### src/rtl/tamper_pkg.sv
package tamper_pkg;
  localparam int CAUSE_W      = 5;
  localparam int CAUSE_SUPPLY = 0;
  localparam int CAUSE_BATT   = 1;
  localparam int CAUSE_TEMP   = 2;
  localparam int CAUSE_RAD    = 3;
  localparam int CAUSE_MESH   = 4;

  typedef enum logic [1:0] {
    WIPE_IDLE,
    WIPE_RUN,
    WIPE_DONE
  } wipe_state_t;

  // strobes from control to the key datapath
  typedef struct packed {
    logic wipe;   // clear the addressed word this cycle
    logic lock;   // block writes, force reads to zero
  } bank_cmd_t;
endpackage

### src/rtl/tamper_classify.sv
module tamper_classify
  import tamper_pkg::*;
#(
  parameter int NUM_RAILS = 3
) (
  input  logic [NUM_RAILS-1:0] railOutOper,
  input  logic [NUM_RAILS-1:0] railOutDmg,
  input  logic                 battFail,
  input  logic                 tempOutOper,
  input  logic                 tempOutDmg,
  input  logic                 radDetect,
  input  logic                 meshBreach,
  output logic [CAUSE_W-1:0]   hitVec,
  output logic                 anyHit,
  output logic                 operOut
);
  always_comb begin
    hitVec               = '0;
    hitVec[CAUSE_SUPPLY] = |railOutDmg;
    hitVec[CAUSE_BATT]   = battFail;
    hitVec[CAUSE_TEMP]   = tempOutDmg;
    hitVec[CAUSE_RAD]    = radDetect;
    hitVec[CAUSE_MESH]   = meshBreach;
  end

  assign anyHit  = |hitVec;
  assign operOut = (|railOutOper) | tempOutOper;
endmodule

### src/rtl/tamper_ctrl.sv
module tamper_ctrl
  import tamper_pkg::*;
#(
  parameter int NUM_KEYS = 8,
  parameter int RST_HOLD = 16,
  localparam int IDX_W   = (NUM_KEYS > 1) ? $clog2(NUM_KEYS) : 1,
  localparam int HOLD_W  = $clog2(RST_HOLD + 1)
) (
  input  logic               clk,
  input  logic               rstN,
  input  logic [CAUSE_W-1:0] hitVec,
  input  logic               anyHit,
  input  logic               operOut,
  input  logic               battLow,
  input  logic               clearAuth,
  output bank_cmd_t          bankCmd,
  output logic [IDX_W-1:0]   wipeIdx,
  output logic               sysReset,
  output logic               warnIrq,
  output logic               tamperFlag,
  output logic               zeroStrobe,
  output logic               zeroDone,
  output logic [CAUSE_W-1:0] causeReg
);
  localparam logic [IDX_W-1:0]  LAST_IDX  = IDX_W'(NUM_KEYS - 1);
  localparam logic [HOLD_W-1:0] HOLD_LOAD = HOLD_W'(RST_HOLD);

  wipe_state_t       wipeState;
  logic [HOLD_W-1:0] holdCnt;
  logic              clearOk;

  assign clearOk = clearAuth && (wipeState == WIPE_DONE) && !anyHit;

  // reset stretcher
  always_ff @(posedge clk or negedge rstN) begin
    if (!rstN) begin
      holdCnt <= HOLD_LOAD;
      warnIrq <= 1'b0;
    end else begin
      warnIrq <= battLow;
      if (operOut)
        holdCnt <= HOLD_LOAD;
      else if (holdCnt != '0)
        holdCnt <= holdCnt - 1'b1;
    end
  end

  // tamper latch and wipe sequencer
  always_ff @(posedge clk or negedge rstN) begin
    if (!rstN) begin
      tamperFlag <= 1'b0;
      causeReg   <= '0;
      wipeState  <= WIPE_IDLE;
      wipeIdx    <= '0;
    end else if (anyHit && !tamperFlag) begin
      tamperFlag <= 1'b1;
      causeReg   <= hitVec;
      wipeState  <= WIPE_RUN;
      wipeIdx    <= '0;
    end else if (clearOk) begin
      tamperFlag <= 1'b0;
      causeReg   <= '0;
      wipeState  <= WIPE_IDLE;
      wipeIdx    <= '0;
    end else if (wipeState == WIPE_RUN) begin
      if (wipeIdx == LAST_IDX)
        wipeState <= WIPE_DONE;
      else
        wipeIdx <= wipeIdx + 1'b1;
    end
  end

  assign sysReset     = (holdCnt != '0);
  assign zeroStrobe   = (wipeState == WIPE_RUN);
  assign zeroDone     = (wipeState == WIPE_DONE);
  assign bankCmd.wipe = zeroStrobe;
  assign bankCmd.lock = tamperFlag | anyHit;
endmodule

### src/rtl/key_bank.sv
module key_bank
  import tamper_pkg::*;
#(
  parameter int NUM_KEYS = 8,
  parameter int KEY_W    = 32,
  localparam int IDX_W   = (NUM_KEYS > 1) ? $clog2(NUM_KEYS) : 1
) (
  input  logic             clk,
  input  logic             rstN,
  input  bank_cmd_t        bankCmd,
  input  logic [IDX_W-1:0] wipeIdx,
  input  logic             keyWrEn,
  input  logic [IDX_W-1:0] keyWrAddr,
  input  logic [KEY_W-1:0] keyWrData,
  input  logic [IDX_W-1:0] keyRdAddr,
  output logic [KEY_W-1:0] keyRdData
);
  logic [KEY_W-1:0] keyWord [NUM_KEYS];

  for (genvar w = 0; w < NUM_KEYS; w++) begin : g_word
    always_ff @(posedge clk or negedge rstN) begin
      if (!rstN)
        keyWord[w] <= '0;
      else if (bankCmd.wipe && (wipeIdx == IDX_W'(w)))
        keyWord[w] <= '0;
      else if (keyWrEn && !bankCmd.lock && (keyWrAddr == IDX_W'(w)))
        keyWord[w] <= keyWrData;
    end
  end

  assign keyRdData = bankCmd.lock ? '0 : keyWord[keyRdAddr];
endmodule

### src/rtl/tamper_resp_ctrl.sv
module tamper_resp_ctrl
  import tamper_pkg::*;
#(
  parameter int NUM_RAILS = 3,
  parameter int NUM_KEYS  = 8,
  parameter int KEY_W     = 32,
  parameter int RST_HOLD  = 16,
  localparam int ADDR_W   = (NUM_KEYS > 1) ? $clog2(NUM_KEYS) : 1
) (
  input  logic                 clk,
  input  logic                 rstN,
  input  logic [NUM_RAILS-1:0] railOutOper,
  input  logic [NUM_RAILS-1:0] railOutDmg,
  input  logic                 battLow,
  input  logic                 battFail,
  input  logic                 tempOutOper,
  input  logic                 tempOutDmg,
  input  logic                 radDetect,
  input  logic                 meshBreach,
  input  logic                 clearAuth,
  input  logic                 keyWrEn,
  input  logic [ADDR_W-1:0]    keyWrAddr,
  input  logic [KEY_W-1:0]     keyWrData,
  input  logic [ADDR_W-1:0]    keyRdAddr,
  output logic [KEY_W-1:0]     keyRdData,
  output logic                 sysReset,
  output logic                 warnIrq,
  output logic                 tamperFlag,
  output logic                 zeroStrobe,
  output logic                 zeroDone,
  output logic [4:0]           causeReg
);
  logic [CAUSE_W-1:0] hitVec;
  logic               anyHit;
  logic               operOut;
  bank_cmd_t          bankCmd;
  logic [ADDR_W-1:0]  wipeIdx;

  tamper_classify #(.NUM_RAILS(NUM_RAILS)) i_classify (
    .railOutOper (railOutOper),
    .railOutDmg  (railOutDmg),
    .battFail    (battFail),
    .tempOutOper (tempOutOper),
    .tempOutDmg  (tempOutDmg),
    .radDetect   (radDetect),
    .meshBreach  (meshBreach),
    .hitVec      (hitVec),
    .anyHit      (anyHit),
    .operOut     (operOut)
  );

  tamper_ctrl #(.NUM_KEYS(NUM_KEYS), .RST_HOLD(RST_HOLD)) i_ctrl (
    .clk        (clk),
    .rstN       (rstN),
    .hitVec     (hitVec),
    .anyHit     (anyHit),
    .operOut    (operOut),
    .battLow    (battLow),
    .clearAuth  (clearAuth),
    .bankCmd    (bankCmd),
    .wipeIdx    (wipeIdx),
    .sysReset   (sysReset),
    .warnIrq    (warnIrq),
    .tamperFlag (tamperFlag),
    .zeroStrobe (zeroStrobe),
    .zeroDone   (zeroDone),
    .causeReg   (causeReg)
  );

  key_bank #(.NUM_KEYS(NUM_KEYS), .KEY_W(KEY_W)) i_bank (
    .clk       (clk),
    .rstN      (rstN),
    .bankCmd   (bankCmd),
    .wipeIdx   (wipeIdx),
    .keyWrEn   (keyWrEn),
    .keyWrAddr (keyWrAddr),
    .keyWrData (keyWrData),
    .keyRdAddr (keyRdAddr),
    .keyRdData (keyRdData)
  );
endmodule

### config.mk
export PLATFORM = sky130hd
export DESIGN_NAME = tamper_resp_ctrl
export DESIGN_NICKNAME = d
export VERILOG_FILES = /design/src/rtl/tamper_pkg.sv /design/src/rtl/tamper_classify.sv /design/src/rtl/tamper_ctrl.sv /design/src/rtl/key_bank.sv /design/src/rtl/tamper_resp_ctrl.sv
export SDC_FILE = /design/constraint.sdc
export NUM_CORES = 1
export LEC_CHECK = 0
export BUFFER_PORTS_ARGS = -buffer_cell sky130_fd_sc_hd__buf_2
export CAP_MARGIN = 0
export CORE_MARGIN = 3
export CORE_UTILIZATION = 55
export DETAILED_ROUTE_END_ITERATION = 8
export GPL_TIMING_DRIVEN = 1
export PLACE_DENSITY = 0.7
export SYNTH_ARGS = -nofsm -noshare
export SYNTH_HDL_FRONTEND = slang
export SYNTH_SLANG_ARGS = --single-unit
### constraint.sdc
create_clock -name clk -period 3.2 [get_ports clk]
set_input_delay 0.48 -clock clk [delete_from_list [all_inputs] [get_ports clk]]
set_output_delay 0.48 -clock clk [all_outputs]
set_load 0.05 [all_outputs]
# Word level (Yosys, flattened, before mapping)
# Index checks and enable logic that the tools add are counted.
# Widths: inputs -> output; s select.
classes:
  add_sub_neg: 2
  magnitude_cmp: 1
  n_eq_ne: 17
  muxes: 34
  bitwise_logic: 3
  n_reduce_logical: 43
ops:
  columns: ["cell", "n"]
  rows:
  - ["$mux 32", 19]
  - ["$bmux 32 s3", 1]
  - ["$eq 3x3->1 const B", 8]
  - ["$logic_and 1x1->1", 20]
  - ["$mux 5", 4]
  - ["$reduce_bool 2->1", 10]
  - ["$eq 3x2->1 const B", 4]
  - ["$mux 3", 4]
  - ["$mux 2", 4]
  - ["$reduce_or 7->1", 1]
  - ["$eq 3x1->1 const B", 2]
  - ["$logic_not 3->1", 2]
  - ["$reduce_bool 3->1", 2]
  - ["$reduce_or 3->1", 2]
  - ["$reduce_bool 5->1", 1]
  - ["$sub 5x1->5 const B", 1]
  - ["$ge 4x4->1 const B", 1]
  - ["$not 3->4", 1]
  - ["$reduce_and 2->1", 2]
  - ["$add 3x1->3 const B", 1]
  - ["$logic_not 1->1", 3]
  - ["$ne 3x3->1 const B", 1]
  - ["$eq 2x1->1 const B", 1]
  - ["$eq 2x2->1 const B", 1]
  - ["2 further kinds", 4]
word_totals:
  register_bits: 273
  inputBits: 54
  out_inout_bits: 42
  wordCells: 114

# Depth between registers and ports, before layout
# Gate-level depths: netlist of the first run.
logic_depth:
  word_depth: 7
  depth_mapped: 7

# Hierarchy
# Synthesis of the first run repeated with hierarchy kept, for this count alone.
unflattened:
  hier_cells: 1442
  hier_area_um2: 14077.3
by_module_without_submodules:
  columns: ["mod", "instances", "cells_each", "area_per_inst_um2"]
  rows:
  - ["key_bank", 1, 1367, 13245.2]
  - ["tamper_ctrl", 1, 67, 763.2]
  - ["tamper_classify", 1, 8, 68.8]

# Least setup slack after synthesis of the first run
# No wires, ideal clock.
synth_path:
  path_type: "input port to output port"
  start: "in battFail"
  end: "out keyRdData[12]"
  t_arrival_ns: 2.516
  t_required_ns: 2.720
  setup_slack_ns: 0.204
  cell_stages: 5
  n_path_buf: 2
  path_cell_list: "or4_4 buf_8 or3_1 clkbuf_1 a21oi_1"
synth_via:
  elab_chain_cells: 3
synth_rtl:
  columns: ["element", "line", "text"]
  rows:
  - ["start, declared", "tamper_resp_ctrl.sv:15", "input logic battFail,"]
  - ["$reduce_or 7->1", "tamper_classify.sv:26", "assign anyHit = |hitVec;"]
  - ["$or 1x1->1", "tamper_ctrl.sv:77", "assign bankCmd.lock = tamperFlag | anyHit;"]
  - ["$mux 32", "key_bank.sv:31", "assign keyRdData = bankCmd.lock ? '0 : keyWord[keyRdAddr];"]
  - ["end, declared", "tamper_resp_ctrl.sv:25", "output logic [KEY_W-1:0] keyRdData,"]
# No other way between the ends.

# Worst setup path after layout of the first run
layout_path:
  start: "in battFail"
  end: "out keyRdData[26]"
# Same word-level chain as after synthesis.

==> out/results.txt, run 1 <==
Status = complete, no violations
Synth cell types = 41
DR top layer = met5
Layout area overhead = 11.25%
Avg WL per Cell = 21.11 um
Sum Neg Setup Slack = 0 ns
Clk slew on worst S/H paths = 0.06 ns
Crit path launch type = primary input
Fin crit share = 91.05%
Worst min path class = in -> reg
Initial DRC Count = 863
Most used DFF post-synth = dfrtp_1
# DRC = 0
Endpoint class of the critical path = output port
Starting Density = 56.08%
Yosys reg bits = 273
Req. time, crit path = 2.72 ns
Worst hold stages = 1
Commonest non-fill, non-tap cell in the layout = nand2_1
# rows = 59
GP Congestion = 0.7429
DR vias = 10490
IO buf count = 95
Nets = 1471
Hold Vio Cnt, Final = 0
Post-Syn Instances = 1384
Largest net degree at the start of global routing = 85
Final Max Slew Viols = 0
Share of Yosys cell area claimed by the top area cell type = 46.45%
Die X = 169.2 um
Met3 wire length = 2522 um
Static Leak = 7.710 nW
DR WL met2 = 18030 um
EDFF count, synth = 0
Num CTS Buffers = 31
Worst vdd ir = 0.4877 mV
Clk sinks = 273
Synth top area cells = dfrtp_1 46%, mux2i_1 18%, nand2_1 14%, mux4_2 9.8%, buf_4 1.6%
Most frequent cells in the layout = 532 x nand2_1, 272 x dfrtp_1, 258 x mux2i_1
Routed WL = 37340 um
Hold Path End = i_ctrl.warnIrq
Mean post-synth cell area = 10.59 sq um
CTS tree = yes
Slew @ Worst Pin = 1.167 ns
Post-Place Cells = 1711
Synth Warn # = 0
Fin cells = 1769
Setup-failing EPs final = 0
Via density = 5.927
Slew headroom = 22.03%
Sequential area share after synthesis = 46.63%
Final ANT Viol Nets = 0
RSZ-0062 raised after global routing = false
IO Count = 96
Worst reg2reg path depth = 3
Grt total ovfl = 0
FF-to-FF Start = i_ctrl.wipeState[0]
Syn_nets = 1445
Clock Latency Late Sink = 0.56 ns
Final Critical Period = 2.914 ns
H-tree depth = 1
Max Cap Viol = 0
Antenna violations before repair = 2
Setup Buffers After CTS = 0
R2R setup slack = 0.84 ns
Worst Min Path Start = battLow
Worst Skew = 0.008485 ns
First-pass GRT wire length = 60420 um
Post-synth design cell area = 0.01465 sq mm
WL met1 = 15770 um
CTS root buf = clkbuf_16
F_max = 0.3432 GHz
Setup CP Type = in -> out
Power Dens Cells = 693.9 mW/mm^2
Post-DP HPWL = 21170 um
Clk buf depth = 3
R2R Path End = i_bank.keyWord[208]
First-pass detailed-route iteration total = 5
Total core area = 0.02613 sq mm
CP Max Fanout = 6
FILL cells = 2082
Diode count = 0
Die H = 169.2 um
Synth area leader = dfrtp_1
Die area = 0.02864 sq mm
Multi-input gate area = 0.007007 sq mm
Gr usage total = 26.71%
Vias in the first global route = 11020
Worst Path Arrival = 2.43 ns
Post-synthesis async set-or-reset flop share = 100.0%
Sequential standard cell area = 0.006833 sq mm
Share of cells above drive strength 1 = 18.27%
-- per-stage QoR --
stage	instance area (sq um)	setup slack [ns]	utilization, %	hold slack [ns]	total power, mW
after CTS	16300	0.3008	62.39	0.006318	11.37
final	16300	0.2863	62.39	0.02485	11.31
after global placement	15280	0.3288	58.48	0.4732	7.619
after floorplan	14650	0.2042	-	0.1844	7.066
after detailed placement	15280	0.2980	58.48	0.4741	7.826
after global routing	16300	0.2849	62.39	0.01411	11.97
-- per-layer routing --
metal	global-route usage [%]	up-vias
met5	0	-
met4	6.899	4
met3	3.820	79
met2	44.96	380
met1	36.97	5310
li1	-	4712
-- area by class of cell --
type	count	share of cell area, %
well taps	335	2.571
multi-input cells	958	42.98
clock buffers	45	5.449
clock inverters	12	0.7521
inverters	14	0.3223
flip-flops and latches	273	41.91
repair buffers	132	6.017
-- synth_stat cells (all sizes together), types with 2 or more instances --
master and number:
a21oi 12, nor3 5, or4 2, or4b 2
buf 81, or3 2, nand4bb 3, nand4b 3
nor2 5, nand3b 4, nor4 12, mux4 64
nand2 532, nand2b 5, or2 2, dfrtp 272
ha 7, xnor2 2, inv 13, clkbuf 58
nor2b 2, o32ai 4, mux2i 258, a21o 2
a22o 24
-- critical path, stage by stage --
cell,delay (ns)
buf_2,0.12
or4_4,0.61
or3_1,0.55
a21oi_1,0.33
buf_2,0.33
-- power breakdown --
| group | switching, mW | internal (mW) | leakage (nW) |
|---|---|---|---|
| clock network | 1.45 | 2.08 | 0.496 |
| logic | 1.22 | 1.23 | 3.71 |
| registers | 0.682 | 4.65 | 3.51 |
| total | 3.36 | 7.96 | 7.71 |
-- repair_timing --
action | in CTS | in global routing
hold endpoints to repair | 61 | 0
hold buffers | 1 | 0
endpoints found under the setup margin | 0 | 0
gates resized for setup | 0 | 0
-- logic make-up (layout without fill, tap and decap cells) --
logic type	after synthesis	in the layout	synth area share [%]
DFF	273	273	46.63
xor gates and xnor gates	2	2	0.1196
adders and majority gates	7	7	0.5977
and+or+nand+nor	581	581	16.84
muxes	322	322	27.46
AOI/OAI and AO/OA	46	46	2.408
buffers and inverters	153	203	5.951
-- sequential cells by signal, summed over array words and instances, names as in the netlist --
| name | cells |
|---|---|
| i_ctrl.holdCnt | 5 |
| i_ctrl.wipeState | 2 |
| i_ctrl.causeReg | 5 |
| i_ctrl.warnIrq | 1 |
| i_ctrl.tamperFlag | 1 |
| i_ctrl.wipeIdx | 3 |
| i_bank.keyWord | 256 |
-- how the worst max path moves through the flow --
stage                            from       endpoint  slack [ns]  cells after the start
finish                       battFail  keyRdData[26]        0.29                      5
global route        i_ctrl.tamperFlag  keyRdData[17]        0.28                      5
CTS                          battFail  keyRdData[26]        0.30                      5
detailed placement           battFail  keyRdData[26]        0.30                      5
global placement             battFail  keyRdData[26]        0.33                      5
floorplan                    battFail  keyRdData[12]        0.20                      5
(Power assumes the default switching activity.)
==> inputs of run 2 (changes only) <==
Settings changed: CORE_UTILIZATION 55 to 30, PLACE_DENSITY 0.7 to 0.42.
==> run 2 against run 1 <==
Setup slack improved by 0.023 ns; global-route usage fell by 8.8 points; clock-buffer cell count rose by 3; via count fell by 2.3%; critical endpoint is now keyRdData[5]; largest power group unchanged.
==> out/results.txt, run 2 (synthesized netlist as in run 1, its figures left out) <==
Share of cells above drive strength 1 = 18.93% (was 18.27%)
Vias in the first global route = 10570 (was 11020)
Req. time, crit path = 2.72 ns (about the same)
CTS root buf = clkbuf_16 (unchanged)
Via density = 4.978 (was 5.927)
Num CTS Buffers = 36 (was 31)
Clk slew on worst S/H paths = 0.06 ns (about the same)
Status = complete, no violations (unchanged)
Die area = 0.05154 sq mm (was 0.02864 sq mm)
Slew @ Worst Pin = 0.8768 ns (was 1.167 ns)
Grt total ovfl = 0 (unchanged)
Largest register FFs = 256 (unchanged)
Antenna violations before repair = 1 (was 2)
Avg WL per Cell = 22.19 um (was 21.11 um)
Die X = 227.0 um (was 169.2 um)
Initial DRC Count = 628 (was 863)
Most frequent cells in the layout = 532 x nand2_1, 272 x dfrtp_1, 258 x mux2i_1 (unchanged)
Gr usage total = 17.94% (was 26.71%)
Clock Latency Late Sink = 0.54 ns (was 0.56 ns)
Post-Place Cells = 1999 (was 1711)
Fin cells = 2058 (was 1769)
Final ANT Viol Nets = 0 (unchanged)
Crit path launch type = register (was primary input)
Hold Vio Cnt, Final = 0 (unchanged)
IO Count = 96 (unchanged)
Worst Skew = 0.01172 ns (was 0.008485 ns)
Layout area overhead = 14.88% (was 11.25%)
Max Cap Viol = 0 (unchanged)
RSZ-0062 raised after global routing = false (unchanged)
DR vias = 10250 (was 10490)
Slew headroom = 41.55% (was 22.03%)
Power Dens Cells = 695.4 mW/mm^2 (was 693.9 mW/mm^2)
Die H = 227.0 um (was 169.2 um)
Largest net degree at the start of global routing = 72 (was 85)
Endpoint class of the critical path = output port (unchanged)
Clk sinks = 273 (unchanged)
GP Congestion = 0.7158 (was 0.7429)
Fin crit share = 90.33% (was 91.05%)
CP Max Fanout = 14 (was 6)
First-pass GRT wire length = 69020 um (was 60420 um)
Starting Density = 30.56% (was 56.08%)
Sum Neg Setup Slack = 0 ns (unchanged)
Worst Hold Slack = 0.04735 ns (was 0.02485 ns)
Largest Register = i_bank.keyWord (unchanged)
F_max = 0.3459 GHz (was 0.3432 GHz)
# DRC = 0 (unchanged)
Worst vdd ir = 0.3565 mV (was 0.4877 mV)
Routed WL = 45660 um (was 37340 um)
CTS resizes = 0 (unchanged)
Clk buf depth = 3 (unchanged)
Biggest regs = i_bank.keyWord x256, i_ctrl.causeReg x5, i_ctrl.holdCnt x5 (unchanged)
Post-DP HPWL = 26680 um (was 21170 um)
Final Critical Period = 2.891 ns (was 2.914 ns)
Nets = 1484 (was 1471)
H-tree depth = 2 (was 1)
Static Leak = 7.797 nW (was 7.710 nW)
# rows = 80 (was 59)
Commonest non-fill, non-tap cell in the layout = nand2_1 (unchanged)
Setup-failing EPs final = 0 (unchanged)
Final Max Slew Viols = 0 (unchanged)
CTS tree = yes (unchanged)
First-pass detailed-route iteration total = 5 (unchanged)
IO buf count = 95 (unchanged)
Total core area = 0.04795 sq mm (was 0.02613 sq mm)
Worst min path class = in -> reg (unchanged)
Setup CP Type = reg -> out (was in -> out)
Worst Path Arrival = 2.41 ns (was 2.43 ns)
Setup Buffers After CTS = 0 (unchanged)
CTS Hold Bufs = 1 (unchanged)
[run 2: area by class of cell]
class                   count  area [sq um]
clock inverters             9         77.57
flip-flops and latches    273          6833
fillers                  4708         31110
repair buffers            140          1066
inverters                  14         52.55
clock buffers              48          1027
diodes                      1         2.502
multi-input cells         958          7007
well taps                 615         769.5
[run 2: through the flow]
step	cell area [sq um]	utilization (%)	setup WS, ns	power (mW)
2_1_floorplan	14650	-	0.2042	7.066
3_3_place_gp	15720	32.78	0.4214	7.820
3_5_place_dp	15720	32.78	0.4066	7.906
4_1_cts	16830	35.11	0.2791	11.88
5_1_grt	16830	35.11	0.2187	12.45
6_report	16830	35.11	0.3093	11.71
[run 2: power by group]
group          switching (mW)  total [mW]  internal, mW
logic                    1.27        2.50          1.23
registers               0.681        5.33          4.65
clock network            1.56        3.88          2.32
[run 2: worst paths after layout]
check                                  startpoint                  end  slack (ns)  cells past startpoint
worst max-delay path            i_ctrl.tamperFlag         keyRdData[5]        0.31                      4
worst min-delay path                      battLow       i_ctrl.warnIrq        0.05                      1
worst max register to register  i_ctrl.tamperFlag  i_bank.keyWord[226]        0.97                      4
worst min register to register  i_ctrl.holdCnt[4]    i_ctrl.holdCnt[4]        0.51                      1
max in group asynchronous                    rstN   i_bank.keyWord[21]        1.80                      3
min in group asynchronous                    rstN   i_bank.keyWord[39]        0.53                      2
[run 2: metal layers]
layer	part of all wire [%]	GRT usage [%]	vias up	routed length, um
met3	4.6	3.443	63	2110
met4	2.6	5.101	2	1184
li1	-	-	4744	-
met2	46	28.60	221	21220
met1	46	25.04	5215	21130
met5	0.020	0	-	9
[run 2: worst max-delay path, stage by stage, from the launching register on]
cell and delay (ns):
dfrtp_1 0.66, nor4_4 0.37, buf_4 0.35, a22o_1 0.31, buf_12 0.17
==> inputs of run 3 (changes only) <==
--- a/config.mk
+++ b/config.mk
@@ -6,11 +6,11 @@
 export NUM_CORES = 1
 export LEC_CHECK = 0
-export BUFFER_PORTS_ARGS = -buffer_cell sky130_fd_sc_hd__buf_2
 export CAP_MARGIN = 0
 export CORE_MARGIN = 3
 export CORE_UTILIZATION = 30
 export DETAILED_ROUTE_END_ITERATION = 8
+export DONT_BUFFER_PORTS = 1
 export GPL_TIMING_DRIVEN = 1
-export PLACE_DENSITY = 0.42
+export PLACE_DENSITY = 0.41
 export SYNTH_ARGS = -nofsm -noshare
 export SYNTH_HDL_FRONTEND = slang
==> constraint.sdc (replaced) <==
create_clock -name clk -period 3.2 [get_ports clk]
set_input_delay 0 -clock clk [delete_from_list [all_inputs] [get_ports clk]]
set_output_delay 0 -clock clk [all_outputs]
set_load 0.05 [all_outputs]
==> run 3 against run 2 <==
The flow now finishes with violations (negative hold slack); non-clock buffer count decreased by 64; clock power increased by 1%; hold slack got worse by 0.85 ns; register-to-register slack improved by 0.04 ns; global-route usage decreased by 1.6 points; combinational power decreased by 12%; setup slack improved by 0.37 ns; critical path depth unchanged; first-iteration DRC count decreased by 5.9%; die area unchanged; clock-buffer cell count increased by 6; flip-flop and latch count unchanged; critical endpoint is now keyRdData[3].
==> out/results.txt, run 3 (synthesized netlist as in run 1, its figures left out) <==
RSZ-0062 raised after global routing = false (unchanged)
# DRC = 0 (unchanged)
First-pass GRT wire length = 64960 um (was 69020 um)
Final core utilization = 34.44% (was 35.11%)
Largest Register = i_bank.keyWord (unchanged)
Gr usage total = 16.35% (was 17.94%)
Clk slew on worst S/H paths = 0.06 ns (about the same)
Starting Density = 30.56% (unchanged)
Slew @ Worst Pin = 1.044 ns (was 0.8768 ns)
Post-Place Cells = 1893 (was 1999)
Num CTS Buffers = 35 (was 36)
Setup Buffers After CTS = 0 (unchanged)
Sum Neg Setup Slack = 0 ns (unchanged)
Hold Vio Cnt, Final = 273 (was 0)
First-pass detailed-route iteration total = 5 (unchanged)
Final Max Slew Viols = 0 (unchanged)
Fin cells = 1999 (was 2058)
Static Leak = 7.465 nW (was 7.797 nW)
Setup slack after layout = 0.6752 ns (was 0.3093 ns)
Largest register FFs = 256 (unchanged)
Final Power = 11.48 mW (was 11.71 mW)
H-tree depth = 2 (unchanged)
CTS root buf = clkbuf_16 (unchanged)
Crit path launch type = register (unchanged)
Worst Hold Slack = -0.8020 ns (was 0.04735 ns)
Clk sinks = 273 (unchanged)
Status = finished, violations left (was complete, no violations)
Avg WL per Cell = 20.62 um (was 22.19 um)
R2R setup slack = 1.01 ns (was 0.97 ns)
Nets = 1419 (was 1484)
GP Congestion = 0.7025 (was 0.7158)
Total core area = 0.04795 sq mm (unchanged)
Commonest non-fill, non-tap cell in the layout = nand2_1 (unchanged)
CP endpoint = keyRdData[3] (was keyRdData[5])
IO Count = 96 (unchanged)
Final Critical Period = 2.525 ns (was 2.891 ns)
R2R Path End = i_bank.keyWord[199] (was i_bank.keyWord[226])
Via density = 4.914 (was 4.978)
Setup-failing EPs final = 0 (unchanged)
Routed WL = 41230 um (was 45660 um)
Worst Path Arrival = 2.52 ns (was 2.41 ns)
Die area = 0.05154 sq mm (unchanged)
# rows = 80 (unchanged)
DR vias = 9824 (was 10250)
Req. time, crit path = 3.20 ns (was 2.72 ns)
Initial DRC Count = 591 (was 628)
Grt total ovfl = 0 (unchanged)
Setup CP Type = reg -> out (unchanged)
Clock Latency Late Sink = 0.52 ns (was 0.54 ns)
Biggest regs = i_bank.keyWord x256, i_ctrl.causeReg x5, i_ctrl.holdCnt x5 (unchanged)
CP Max Fanout = 18 (was 14)
Most frequent cells in the layout = 532 x nand2_1, 272 x dfrtp_1, 258 x mux2i_1 (unchanged)
Worst Skew = 0.01467 ns (was 0.01172 ns)
F_max = 0.3961 GHz (was 0.3459 GHz)
Clk buf depth = 3 (unchanged)
Slew headroom = 30.22% (was 41.55%)
Post-DP HPWL = 23920 um (was 26680 um)
Cell Area, Placed = 0.01495 sq mm (was 0.01572 sq mm)
Vias in the first global route = 10320 (was 10570)
Fin crit share = 78.90% (was 90.33%)
Largest net degree at the start of global routing = 274 (was 72)
Die H = 227.0 um (unchanged)
FF-to-FF Start = i_ctrl.wipeState[0] (was i_ctrl.tamperFlag)
Setup Slack @ Placement = 1.002 ns (was 0.4066 ns)
Power Dens Cells = 695.4 mW/mm^2 (about the same)
Worst reg2reg path depth = 3 (was 4)
Worst min path class = in -> async (was in -> reg)
Worst vdd ir = 0.2947 mV (was 0.3565 mV)
Final ANT Viol Nets = 0 (unchanged)
Cell area after layout = 0.01651 sq mm (was 0.01683 sq mm)
CTS tree = yes (unchanged)
Failing checks = negative hold slack
CTS Hold Bufs = 43 (was 1)
Antenna violations before repair = 3 (was 1)
IO buf count = 0 (was 95)
CTS resizes = 0 (unchanged)
Layout area overhead = 12.70% (was 14.88%)
Share of cells above drive strength 1 = 12.15% (was 18.93%)
Max Cap Viol = 0 (unchanged)
Endpoint class of the critical path = output port (unchanged)
CP startpoint = i_ctrl.tamperFlag (unchanged)
Die X = 227.0 um (unchanged)
-- run 3: power by group --
group          switching [mW]  leakage, nW  internal [mW]
Combinational            1.00         3.39           1.19
Sequential              0.715         3.51           4.65
Clock                    1.55        0.566           2.38
-- run 3: worst min-delay path by stage --
stage                               end  slack [ns]  cells after the start
finish               i_bank.keyWord[71]       -0.80                      0
CTS                 i_bank.keyWord[100]       -0.84                      0
detailed placement  i_bank.keyWord[103]       -0.27                      0
global placement      i_bank.keyWord[8]       -0.27                      0
floorplan             i_bank.keyWord[0]       -0.30                      0
global route        i_bank.keyWord[103]       -0.83                      0
-- run 3: final cells by class --
type,count,area (sq um)
diodes,1,2.502
clock buffers,54,1070
clock inverters,8,65.06
fillers,4759,31430
inverters,14,52.55
multi-input cells,958,7007
flip-flops and latches,273,6833
well taps,615,769.5
repair buffers,76,715.7
-- run 3: metal layers --
metal	vias to the layer above	track usage, %	wire length, um
met1	5023	22.80	19390
met4	4	3.239	554
met5	-	0	21
met3	46	3.069	1764
met2	145	26.85	19500
li1	4606	-	-
-- run 3: worst max-delay path, cell delays in order, from the launching register on --
cell	delay, ns
dfrtp_1	0.37
buf_4	0.24
nor4_4	0.37
buf_4	0.40
a22o_1	0.59
